[src/rtl/vcpg_pkg.sv]
package vcpg_pkg;

   typedef enum logic {
      LOAD_LOW  = 1'b0,
      LOAD_HIGH = 1'b1
   } load_state_e;

   function automatic int max_int(input int a, input int b);
      return (a > b) ? a : b;
   endfunction

endpackage

[src/rtl/vcpg_tick.sv]
module vcpg_tick #(
   parameter int GATE_T = 4
) (
   input  logic clk,
   input  logic rst_n,
   output logic tick_o
);
   localparam int CNTW = (GATE_T > 1) ? $clog2(GATE_T) : 1;
   localparam logic [CNTW-1:0] LAST = CNTW'(GATE_T - 1);

   logic [CNTW-1:0] cnt_q;

   always_ff @(posedge clk or negedge rst_n) begin
      if (!rst_n)            cnt_q <= '0;
      else if (cnt_q == LAST) cnt_q <= '0;
      else                   cnt_q <= cnt_q + CNTW'(1);
   end

   assign tick_o = (cnt_q == LAST);
endmodule

[src/rtl/vcpg_entry_sizer.sv]
module vcpg_entry_sizer #(
   parameter int CW        = 4,
   parameter int ENTRY_MAX = 8,
   parameter int P_ENT     = 3,
   parameter int IDLE_Q    = 1
) (
   input  logic [CW-1:0] occ_i,
   input  logic [CW-1:0] act_i,
   input  logic [CW-1:0] tgt_i,
   input  logic          gate_tick_i,
   output logic          wake_o,
   output logic          shrink_o
);
   localparam logic [CW-1:0] SLACK = CW'(P_ENT - IDLE_Q);
   localparam logic [CW-1:0] FULL  = CW'(ENTRY_MAX);
   localparam logic [CW-1:0] FLOOR = CW'(P_ENT);

   logic [CW-1:0] idle;

   always_comb begin
      idle     = (act_i > occ_i) ? (act_i - occ_i) : '0;
      wake_o   = (act_i == tgt_i) && (idle <= SLACK) && (tgt_i < FULL);
      shrink_o = gate_tick_i && (idle > SLACK) && (act_i > FLOOR);
   end
endmodule

[src/rtl/vcpg_channel_sel.sv]
module vcpg_channel_sel
   import vcpg_pkg::*;
#(
   parameter int NUM_VC    = 4,
   parameter int CW        = 4,
   parameter int ENTER_THR = 5,
   parameter int CONG_THR  = 6,
   parameter int LIGHT_THR = 2
) (
   input  load_state_e                  state_i,
   input  logic [NUM_VC-1:0]            en_i,
   input  logic [(NUM_VC-1)*CW-1:0]     occ_i,
   output load_state_e                  state_nxt_o,
   output logic [NUM_VC-1:0]            en_nxt_o,
   output logic [NUM_VC-2:0]            on_mask_o,
   output logic                         evt_o
);
   localparam logic [CW-1:0] ENTER_C = CW'(ENTER_THR);
   localparam logic [CW-1:0] CONG_C  = CW'(CONG_THR);
   localparam logic [CW-1:0] LIGHT_C = CW'(LIGHT_THR);

   logic          found;
   logic [CW-1:0] occ_vc1;

   assign occ_vc1 = occ_i[CW-1:0];

   always_comb begin
      state_nxt_o = state_i;
      en_nxt_o    = en_i;
      on_mask_o   = '0;
      evt_o       = 1'b0;
      found       = 1'b0;
      if (state_i == LOAD_LOW) begin
         if (occ_vc1 > ENTER_C) begin
            en_nxt_o[0]  = 1'b0;
            en_nxt_o[2]  = 1'b1;
            on_mask_o[1] = 1'b1;
            state_nxt_o  = LOAD_HIGH;
            evt_o        = 1'b1;
         end
      end else if ((en_i[NUM_VC-1:2] == '0) && (occ_vc1 < LIGHT_C)) begin
         en_nxt_o[0] = 1'b1;
         state_nxt_o = LOAD_LOW;
         evt_o       = 1'b1;
      end else begin
         // channel growth first: lowest congested channel opens its neighbour
         for (int v = 1; v < NUM_VC - 1; v++) begin
            if (!found && en_i[v] && !en_i[v+1] &&
                (occ_i[(v-1)*CW +: CW] >= CONG_C)) begin
               found          = 1'b1;
               en_nxt_o[v+1]  = 1'b1;
               on_mask_o[v]   = 1'b1;
               evt_o          = 1'b1;
            end
         end
         // then shrink from the top: empty channel above a light one
         for (int v = NUM_VC - 1; v >= 2; v--) begin
            if (!found && en_i[v] && (occ_i[(v-1)*CW +: CW] == '0) &&
                (occ_i[(v-2)*CW +: CW] < LIGHT_C)) begin
               found       = 1'b1;
               en_nxt_o[v] = 1'b0;
               evt_o       = 1'b1;
            end
         end
      end
   end
endmodule

[src/rtl/vc_power_ctrl.sv]
module vc_power_ctrl
   import vcpg_pkg::*;
#(
   parameter int NUM_VC    = 4,
   parameter int ENTRY_MAX = 8,
   parameter int WAKE_DLY  = 2,
   parameter int CRT_LAT   = 3,
   parameter int IDLE_Q    = 1,
   parameter int GATE_T    = 4,
   parameter int ENTER_THR = 5,
   parameter int CONG_THR  = 6,
   parameter int LIGHT_THR = 2,
   localparam int CW       = $clog2(ENTRY_MAX + 1),
   localparam int NB       = NUM_VC - 1
) (
   input  logic              clk,
   input  logic              rst_n,
   input  logic [NB*CW-1:0]  occ_i,
   input  logic [NB*CW-1:0]  act_i,
   output logic [NUM_VC-1:0] vc_en_o,
   output logic [NB*CW-1:0]  tgt_o,
   output logic              hi_load_o
);
   localparam int P_ENT = max_int(WAKE_DLY, CRT_LAT);
   localparam logic [CW-1:0] P_C = CW'(P_ENT);
   localparam logic [NUM_VC-1:0] EN_RST = NUM_VC'(3);

   if (NUM_VC < 3) begin : g_bad_vc
      $error("vc_power_ctrl: NUM_VC must be at least 3");
   end
   if (P_ENT > ENTRY_MAX) begin : g_bad_depth
      $error("vc_power_ctrl: minimum depth exceeds ENTRY_MAX");
   end
   if (IDLE_Q > P_ENT) begin : g_bad_q
      $error("vc_power_ctrl: IDLE_Q must not exceed the minimum depth");
   end
   if (GATE_T < 2) begin : g_bad_t
      $error("vc_power_ctrl: GATE_T must be at least 2");
   end

   load_state_e       state_q, state_nxt;
   logic [NUM_VC-1:0] en_q, en_nxt;
   logic [NB-1:0]     on_mask;
   logic              evt;
   logic              gate_tick;

   vcpg_tick #(.GATE_T(GATE_T)) u_tick (
      .clk    (clk),
      .rst_n  (rst_n),
      .tick_o (gate_tick)
   );

   vcpg_channel_sel #(
      .NUM_VC    (NUM_VC),
      .CW        (CW),
      .ENTER_THR (ENTER_THR),
      .CONG_THR  (CONG_THR),
      .LIGHT_THR (LIGHT_THR)
   ) u_sel (
      .state_i     (state_q),
      .en_i        (en_q),
      .occ_i       (occ_i),
      .state_nxt_o (state_nxt),
      .en_nxt_o    (en_nxt),
      .on_mask_o   (on_mask),
      .evt_o       (evt)
   );

   always_ff @(posedge clk or negedge rst_n) begin
      if (!rst_n) begin
         state_q <= LOAD_LOW;
         en_q    <= EN_RST;
      end else begin
         state_q <= state_nxt;
         en_q    <= en_nxt;
      end
   end

   for (genvar b = 0; b < NB; b++) begin : g_buf
      logic [CW-1:0] tgt_q;
      logic          wake, shrink;

      vcpg_entry_sizer #(
         .CW        (CW),
         .ENTRY_MAX (ENTRY_MAX),
         .P_ENT     (P_ENT),
         .IDLE_Q    (IDLE_Q)
      ) u_sizer (
         .occ_i       (occ_i[b*CW +: CW]),
         .act_i       (act_i[b*CW +: CW]),
         .tgt_i       (tgt_q),
         .gate_tick_i (gate_tick),
         .wake_o      (wake),
         .shrink_o    (shrink)
      );

      always_ff @(posedge clk or negedge rst_n) begin
         if (!rst_n)                        tgt_q <= (b == 0) ? P_C : '0;
         else if (!en_nxt[b+1])             tgt_q <= '0;
         else if (on_mask[b])               tgt_q <= P_C;
         else if (en_q[b+1] && wake && !evt) tgt_q <= tgt_q + CW'(1);
         else if (en_q[b+1] && shrink)      tgt_q <= tgt_q - CW'(1);
      end

      assign tgt_o[b*CW +: CW] = tgt_q;
   end

   assign vc_en_o   = en_q;
   assign hi_load_o = (state_q == LOAD_HIGH);
endmodule

[config.mk]
export PLATFORM = sky130hd
export DESIGN_NAME = vc_power_ctrl
export DESIGN_NICKNAME = d
export VERILOG_FILES = /design/src/rtl/vcpg_pkg.sv /design/src/rtl/vcpg_tick.sv /design/src/rtl/vcpg_entry_sizer.sv /design/src/rtl/vcpg_channel_sel.sv /design/src/rtl/vc_power_ctrl.sv
export SDC_FILE = /design/constraint.sdc
export NUM_CORES = 1
export LEC_CHECK = 0
export BUFFER_PORTS_ARGS = -buffer_cell sky130_fd_sc_hd__buf_2
export CORE_AREA = 2 2 68 70
export CTS_CLUSTER_DIAMETER = 40
export DETAILED_ROUTE_END_ITERATION = 12
export DIE_AREA = 0 0 70 72
export PLACE_DENSITY = 0.66
export REMOVE_ABC_BUFFERS = 1
export SLEW_MARGIN = 10
export SYNTH_ARGS = -nofsm -noshare
export SYNTH_HDL_FRONTEND = slang
export SYNTH_SLANG_ARGS = --single-unit
[constraint.sdc]
create_clock -name clk -period 3.43 [get_ports clk]
set_input_delay 0.343 -clock clk [delete_from_list [all_inputs] [get_ports clk]]
set_output_delay 0.343 -clock clk [all_outputs]
set_load 0.05 [all_outputs]
Word-level counts from Yosys, hierarchy flattened
Cells that the tools add are included.
- $add $sub $neg: 10
- $lt $le $gt $ge: 20
- eq/ne operators: 7
- muxes and demuxes: 46
- reduce and logical (&&, ||, !) cells: 42
- operator list (cell ; count):
    4-bit 2-to-1 mux ; 13
    1-bit logical AND ; 30
    1-bit 2-to-1 mux ; 30
    4-bit by 2-bit > comparator with 1-bit output, second input constant ; 6
    4-bit by 1-bit adder with 4-bit output, second input constant ; 3
    4-bit == test ; 3
    4-bit > comparator ; 3
    4-bit by 2-bit <= comparator with 1-bit output, second input constant ; 3
    4-bit less-than comparator, second input constant ; 3
    4-bit by 1-bit subtractor with 4-bit output, second input constant ; 3
    4-bit subtractor ; 3
    4-bit by 3-bit >= comparator with 1-bit output, second input constant ; 2
    4-bit logical NOT ; 2
    4-bit by 2-bit less-than comparator with 1-bit output, second input constant ; 2
    4-bit by 1-bit inequality test with 1-bit output, second input constant ; 2
    1-bit logical NOT ; 6
    2-bit 2-to-1 mux ; 3
    4-bit by 3-bit > comparator with 1-bit output, second input constant ; 1
    2-bit nonzero test ; 2
    2-bit by 1-bit adder with 2-bit output, second input constant ; 1
    2-bit == test, second input constant ; 1
    2-bit logical NOT ; 1
    2-bit by 1-bit inequality test with 1-bit output, second input constant ; 1
    2-bit AND reduction ; 1
- flip-flop bits (word level): 18

Depth between registers and ports, before layout
Gate-level depths: netlist (run 1).
- word-level depth: 31
- mapped depth: 15
- gate-level depth less buffers: 15

Cells and area by module
From an unflattened synthesis (run 1), not the netlist that was laid out.
- cell total of the unflattened synthesis: 230
- area total of the unflattened synthesis: 2000.7 µm²
- modules (own cells, without submodules) (module ; times used ; cells an instance ; area each (µm²)):
    vc_power_ctrl ; 1 ; 104 ; 1068.5
    vcpg_entry_sizer ; 3 ; 29 ; 220.2
    vcpg_channel_sel ; 1 ; 35 ; 205.2
    vcpg_tick ; 1 ; 4 ; 66.3

Worst setup path before layout (run 1)
Ideal clock, no wire load.
- kind: input-to-reg
- start: input port act_i[0]
- end: register g_buf[0].tgt_q[3]
- library setup time: 119 ps
- arrival: 3164 ps
- required time: 3311 ps
- setup slack: 147 ps
- stages: 15
- cells stage by stage: inv_1 ha_1 inv_1 fa_1 xnor2_1 nand2_1 or4_1 and3_1 nor3_2 inv_1 ha_1 a21o_1 a21oi_1 mux2_2 o21a_1
- word-level cells in the longest chain between the ends: 7
- elaborated cells between the ends (all ways): 14
- classes of those cells: 1 x add/sub; 4 x order compare; 1 x eq/ne; 2 x mux; 6 x reduce/logical
- RTL lines (item ; RTL line ; RTL):
    start: declaration ; vc_power_ctrl.sv:19 ; input logic [NB*CW-1:0] act_i,
    4-bit subtractor / 4-bit > comparator (equally long branches) ; vcpg_entry_sizer.sv:21 ; idle = (act_i > occ_i) ? (act_i - occ_i) : '0;
    4-bit 2-to-1 mux ; vcpg_entry_sizer.sv:21 ;
    4-bit by 2-bit <= comparator with 1-bit output ; vcpg_entry_sizer.sv:22 ; wake_o = (act_i == tgt_i) && (idle <= SLACK) && (tgt_i < FULL);
    1-bit logical AND (2 in series) ; vcpg_entry_sizer.sv:22 ;
    1-bit logical AND ; vc_power_ctrl.sv:101 ; else if (en_q[b+1] && wake && !evt) tgt_q <= tgt_q + CW'(1);
    4-bit 2-to-1 mux / 2-bit nonzero test (equally long branches) ; n/a ;
    end signal: assignment ; vc_power_ctrl.sv:98 ; if (!rst_n) tgt_q <= (b == 0) ? P_C : '0;
    end signal: assignment ; vc_power_ctrl.sv:101 ;
    end signal: assignment ; vc_power_ctrl.sv:102 ; else if (en_q[b+1] && shrink) tgt_q <= tgt_q - CW'(1);
    end: declaration ; vc_power_ctrl.sv:80 ; logic [CW-1:0] tgt_q;
Several ways; a longest one is shown, not always the timed one.
A chain may end at the register's enable or synchronous reset.

Final worst setup path (run 1)
Same ends and word-level chain as after synthesis.

==> results of run 1 <==
through the flow:
step | power, mW | hold slack (ns) | cell area [sq um] | setup TNS, ns | instances
floorplan | 1.06 | 0.0474 | 1820 | 0 | 196
global placement | 1.24 | 0.302 | 2120 | 0 | 292
detailed placement | 1.25 | 0.299 | 2120 | -0.0734 | 292
CTS | 1.41 | 0.0272 | 2160 | 0 | 296
global route | 1.52 | 0.0407 | 2160 | 0 | 296
finish | 1.39 | 0.0133 | 2160 | 0 | 296
layer usage:
metal	wire [um]	vias to the layer above	share of wire (%)
met3	189	7	4.8
li1	-	803	-
met1	1900	735	48
met4	55	0	1.4
met2	1800	30	46
met5	0	-	0
final cells by class:
class	instances	share of cell area (%)
inverters	21	3.65
repair buffers	44	10.5
flip-flops and latches	18	21.0
well taps	52	3.01
clock buffers	4	2.08
multi-input cells	157	59.7
worst register-to-register path, delay by kind of cell (launching register included):
kind / cells / cell delay (ns)
AND/OR/NAND/NOR: 2 / 0.60
flip-flops: 1 / 0.41
adder cells (fa/ha/maj): 1 / 0.29
AO/OA/AOI/OAI: 5 / 0.94
buffers and inverters: 1 / 0.14
multiplexers: 1 / 0.36
power by group:
part           switching (mW)  leakage (nW)  total, mW  internal [mW]
clock                  0.0683        0.0228      0.151         0.0824
combinational           0.515         0.808      0.837          0.322
sequential              0.112         0.200      0.407          0.294
layout by cell type (no fill, tap or decap), types with 5 or more instances in the layout:
cell      n
a21o_1    7
a21oi_1  16
buf_2    41
dfrtp_1  15
fa_1      6
ha_1     19
inv_1    21
nand2_1  10
nand4_1   5
nor2_1    8
nor3_1    6
o21ai_0   7
xnor2_1  12
xor2_1    6
path summary, 6_finish.rpt:
check | start | to | slack, ns | cells past startpoint
worst max-delay path | act_i[0] | g_buf[0].tgt_q[3] | 0.18 | 16
worst min-delay path | rst_n | u_tick.cnt_q[0] | 0.01 | 1
worst max register to register | vc_en_o[3] | g_buf[2].tgt_q[3] | 0.60 | 10
worst min register to register | u_tick.cnt_q[0] | u_tick.cnt_q[0] | 0.44 | 1
max in group asynchronous | rst_n | vc_en_o[0] | 3.10 | 1
min in group clk | occ_i[3] | vc_en_o[0] | 0.39 | 4
cells by family (layout without fill, tap and decap cells):
logic type,Yosys count,after routing,share of synthesized area [%]
AO/OA/AOI/OAI,52,52,19.4
XOR/XNOR,18,18,8.52
adder cells (fa/ha/maj),25,25,19.4
buffers and inverters,25,69,5.68
flip-flops,18,18,24.6
multiplexers,9,9,5.41
other,1,1,0.203
AND/OR/NAND/NOR,52,52,16.9
registers in the layout (all words and copies together), names as in the netlist:
signal and count:
g_buf.tgt_q 12, hi_load_o 1, u_tick.cnt_q 2, vc_en_o 3
==> metrics.txt, run 1 <==
CP delay by family, top adder cells; worst stage delay on the critical path 0.40 ns; Setup Viol. Count Final 0; CTS H-tree lvls 1; routing usage on met3 between 3 and 4%; register area share after synthesis approximately 25%; total area of sequential cells 454 sq um; count of TritonRoute iterations in the first routing pass 4; Worst Path Buf+Inv 4; clk slew on worst S/H paths 0.07 ns; post-CTS sizing 0; initial antenna violation count 0; mapped cell area 1850 sq um; CTS sink cnt 18; yosys warns 0; CTS Buf Count 3; Chip Width 70 um; Top Usage Layer GRT met2; met2 usage about 28%; Pleak 1.03 nW; Worst Setup Start Kind input port; largest net degree at the start of global routing 19; Netlist cell types 47; antenna-violating nets left 0; fin crit share approximately 95%; total track usage between 15 and 20%; Remaining DRCs 0; first-pass GRT wire length approximately 7000 um; Ant. Diodes 0; final hold vios 0; P&R area growth vs syn 16.8%; Vias 1575; slew at the pin closest to its max-slew limit 0.608 ns; drt initial violations 32; die height slightly above 70 um; met1 GRT Util 22.6%; CTS tree done; Max-cap violations 0; Worst Setup End Kind register; FMAX 0.308 GHz; top cells by count, synth inv_1, ha_1, a21oi_1; I/O Pins 43; num rows 24; leading cell type by number of instances after synthesis inv_1; Place WS -0.0734 ns; Core Area 4260 sq um; Routed wire per std cell 13.3 um; outcome complete, no violations; multi-input logic area 1290 sq um; worst min-delay path category input port to asynchronous set/reset pin; WP data required 3.57 ns; critical path cell sequence buf_2, inv_1, ha_1, inv_1, fa_1, xnor2_1, nand2_1, or4_1, and3_1, nor3_2, inv_1, ha_1, a21o_1, a21oi_1, mux2_2, o21a_1; Yosys top cell area share 20.3%; port bufs 41; VDD IR max 0.000433 V; post-CTS setup buffer count 0; RSZ-0062 raised after global routing false; CTS root buf clkbuf_8; Yosys reg bits 18; most frequent CP cell inv_1; Clk Latency, worst-skew pair 0.25 ns; Post-synth EDFFs 0; Final Slew Violations 0; layout cell share with drive strength beyond 1 27.5%; hold buffers post-CTS 0; vias in the first global route 1560; Post-synth ARST share between 90% and 100%; layout net count 296; Worst EP arrival 3.39 ns; top cells by area, synth dfrtp_1, ha_1, fa_1, xnor2_1, a21oi_1; critical-path maximum fanout 3; initial core utilization 43.4%; routability cong. 0.882; most area-hungry cell type in the Yosys netlist dfrtp_1; via/cell ratio 5.32; top_reg_cell synth dfrtp_1; Post-DP HPWL 3310 um; Setup Crit Path Kind input port to register; Worst Clk Skew approximately 0.00084 ns; Filler cells around 450; power per cell area between 600 and 700 nW/um^2; grt total ovfl 0; die footprint 5040 sq um; headroom to the max-slew limit around 60%; maximum clock insertion buffer count 2; Core Util, Final between 50 and 60%; slowest CP cell fa_1; Post-Synthesis Cells 200; Setup WS post-layout around 0.18 ns; aggregate routed wire length between 3000 and 4000 um; post-layout min period 3.25 ns; syn avg cell area 9.25 sq um
(Power assumes the default switching activity.)
==> run 2, diff against run 1 <==
Settings changed: CAP_MARGIN set to 25, CORE_AREA 2 2 68 70 to 2 2 70 72, DIE_AREA 0 0 70 72 to 0 0 72 74, GPL_ROUTABILITY_DRIVEN set to 0, PLACE_DENSITY 0.66 to 0.67, SYNTH_HIERARCHICAL set to 1.
==> run 2 against run 1 <==
  * Global-route usage shrank 0.081 points
  * Register-to-register slack lost 0.16 ns
  * Combinational power shrank 9.9%
  * Synthesized area grew 8.2%
  * Synthesized cell count grew 15%
  * Critical path depth is the same
  * Sequential share of layout area shrank 0.081 points
  * Final cell count grew 10%
  * Largest cell class unchanged
  * Maximum frequency grew 7.3%
==> metrics.txt, run 2 <==
Clk Latency, worst-skew pair around 0.25 ns; outcome complete, no violations; worst min-delay path category input port to asynchronous set/reset pin; hold buffers post-CTS 0; first-pass GRT wire length 7290 um; Core Area 4600 sq um; Post-Synthesis Cells 230; headroom to the max-slew limit approximately two thirds; critical path cell sequence buf_2, inv_1, ha_1, inv_1, fa_1, xnor2_1, nand3_1, o211ai_1, o21a_1, and3b_1, inv_1, ha_1, a21oi_1, and3_1, o31ai_1, a22o_1; Worst Setup End Kind register; worst stage delay on the critical path 0.39 ns; I/O Pins 43; CTS sink cnt 19; slew at the pin closest to its max-slew limit 0.502 ns; most common cell after layout, fill and taps aside buf_2; Yosys reg bits 19; port bufs 42; register area share after synthesis 24.0%; critical-path maximum fanout 5; Post-synth EDFFs 0; Netlist cell types between 40 and 50; FMAX 0.331 GHz; post-layout min period 3.02 ns; final hold vios 0; Chip Width 72 um; Post-DP HPWL 3450 um; Setup Crit Path Kind input port to register; Reg with most FFs g_buf.tgt_q; Worst EP arrival about 3.2 ns; fin cells 327; post-CTS sizing 0; num rows 25; maximum clock insertion buffer count 2; sequential share of power 29.0%; Comb pwr share 58.9%; clk slew on worst S/H paths 0.07 ns; CTS Buf Count 3; mapped cell area approximately 2000 sq um; leading cell type by number of instances after synthesis inv_1; drt initial violations 59; via/cell ratio 5.33; top_reg_cell synth dfrtp_1; power per cell area 559 nW/um^2; most frequent cells in the layout buf_2, inv_1, ha_1; Filler cells 476; Max-cap violations 0; Worst Path Buf+Inv 4; slowest CP cell fa_1; total track usage between 15 and 20%; die footprint 5330 sq um; VDD IR max 0.000467 V; Pleak 1.06 nW; RSZ-0062 raised after global routing false; CTS root buf clkbuf_8; grt total ovfl 0; Ant. Diodes 0; top cells by area, synth dfrtp_1, ha_1, fa_1, inv_1, dfstp_2; top cells by count, synth inv_1, ha_1, o21ai_0; Worst Setup Start Kind input port; largest net degree at the start of global routing 20; syn avg cell area around 8.7 sq um; Pint 0.636 mW; Inst Count DP 323; fin crit share around nine tenths; Post-synth ARST share 100%; initial core utilization about 44%; CP delay by family, top compound AO/OA/AOI/OAI gates; most frequent CP cell inv_1; sw power 0.646 mW; WP data required 3.58 ns; post-CTS setup buffer count 0; CTS tree done; antenna-violating nets left 0; P&R area growth vs syn 14.7%; most area-hungry cell type in the Yosys netlist dfrtp_1; Routed wire per std cell between 10 and 15 um; Total Neg Setup Slack 0 ns; CTS H-tree lvls 1; die height between 70 and 80 um; yosys warns 6; Setup Viol. Count Final 0; Vias around 1.7k; layout cell share with drive strength beyond 1 22.3%; Largest register FFs 12; initial antenna violation count 0; Yosys top cell area share 18.8%; layout net count roughly 330; Net Sw Frac 50.4%; Worst Clk Skew 0.00339 ns; aggregate routed wire length 4170 um; Remaining DRCs 0; Final Slew Violations 0; count of TritonRoute iterations in the first routing pass 4; clock power share 12.2%; vias in the first global route 1627
==> run 2: cell count changes after synthesis, sizes merged, moves of 4 or more <==
cell    before  now
a21o         8    3
inv         21   31
mux2         8    0
nand2       10   16
nand2b       2    9
nor3         9    5
nor4         0    5
o21ai        8   18
o31ai        0    7
==> run 2: kinds of logic (layout without fill, tap and decap cells) <==
kind of cell             count (synthesis)  count (layout)  synth area share [%]
AO/OA/AOI/OAI                           64              64                  21.9
flip-flops                              19              19                  24.0
adder cells (fa/ha/maj)                 25              25                  17.9
buffers and inverters                   37              80                  8.44
AND/OR/NAND/NOR                         66              66                  19.7
XOR/XNOR                                18              18                  7.88
other                                    1               1                 0.187
==> run 2: metrics by stage <==
step                      setup WS [ns]  hold WS [ns]  power (mW)  utilization [%]  cell area (sq um)
after floorplan                   0.458        0.0474       0.945                -               1950
after global placement            0.238         0.300        1.12             48.9               2250
after detailed placement          0.128         0.301        1.14             48.9               2250
after CTS                         0.405        0.0237        1.29             49.9               2290
after global routing              0.181        0.0353        1.40             49.9               2290
final                             0.405        0.0117        1.28             49.9               2290
==> run 2: metal layers <==
metal / vias to the layer above / GRT usage [%] / routed length, um
met3: 2 / 3.25 / 117
met5: - / 0 / 0
met1: 817 / 22.5 / 1990
met2: 27 / 29.6 / 2040
met4: 0 / 1.89 / 11
li1: 898 / - / -
==> run 2: path summary, 6_finish.rpt <==
check / end / start / depth (start not counted) / slack (ns)
worst max-delay path: g_buf[2].tgt_q[3] / act_i[8] / 16 / 0.41
worst min-delay path: g_buf[2].tgt_q[3] / rst_n / 1 / 0.01
worst max register to register: g_buf[2].tgt_q[3] / vc_en_o[1] / 11 / 0.44
worst min register to register: u_tick/cnt_q[0] / u_tick/cnt_q[0] / 1 / 0.43
max in group asynchronous: vc_en_o[0] / rst_n / 1 / 3.09
min in group clk: vc_en_o[0] / occ_i[1] / 2 / 0.31
==> run 2: cell type report <==
| cell class | instances | area [sq um] | area share [%] |
|---|---|---|---|
| inverter | 31 | 116 | 5.07 |
| timing repair buffer | 45 | 233 | 10.1 |
| clock buffer | 3 | 41.3 | 1.80 |
| sequential | 19 | 480 | 20.9 |
| tap | 54 | 67.6 | 2.94 |
| clock inverter | 1 | 5.00 | 0.218 |
| multi-input combinational | 174 | 1350 | 58.9 |
==> run 2: power by group through the flow <==
stage	Combinational [mW]	Clock, mW	Sequential, mW
finish	0.754	0.156	0.371
floorplan	0.399	0	0.546
detailed placement	0.759	0	0.377
global placement	0.741	0	0.379
global route	0.844	0.171	0.384
CTS	0.759	0.159	0.375
==> run 2: worst reg2reg max path: stages (launching register included) <==
cell and delay [ns]:
dfstp_2 0.64, nand2b_1 0.09, a21oi_1 0.32, nor2_1 0.07, a31oi_1 0.43, and3b_1 0.33, inv_1 0.11, ha_1 0.26
a21oi_1 0.21, and3_1 0.18, o31ai_1 0.06, a22o_1 0.18
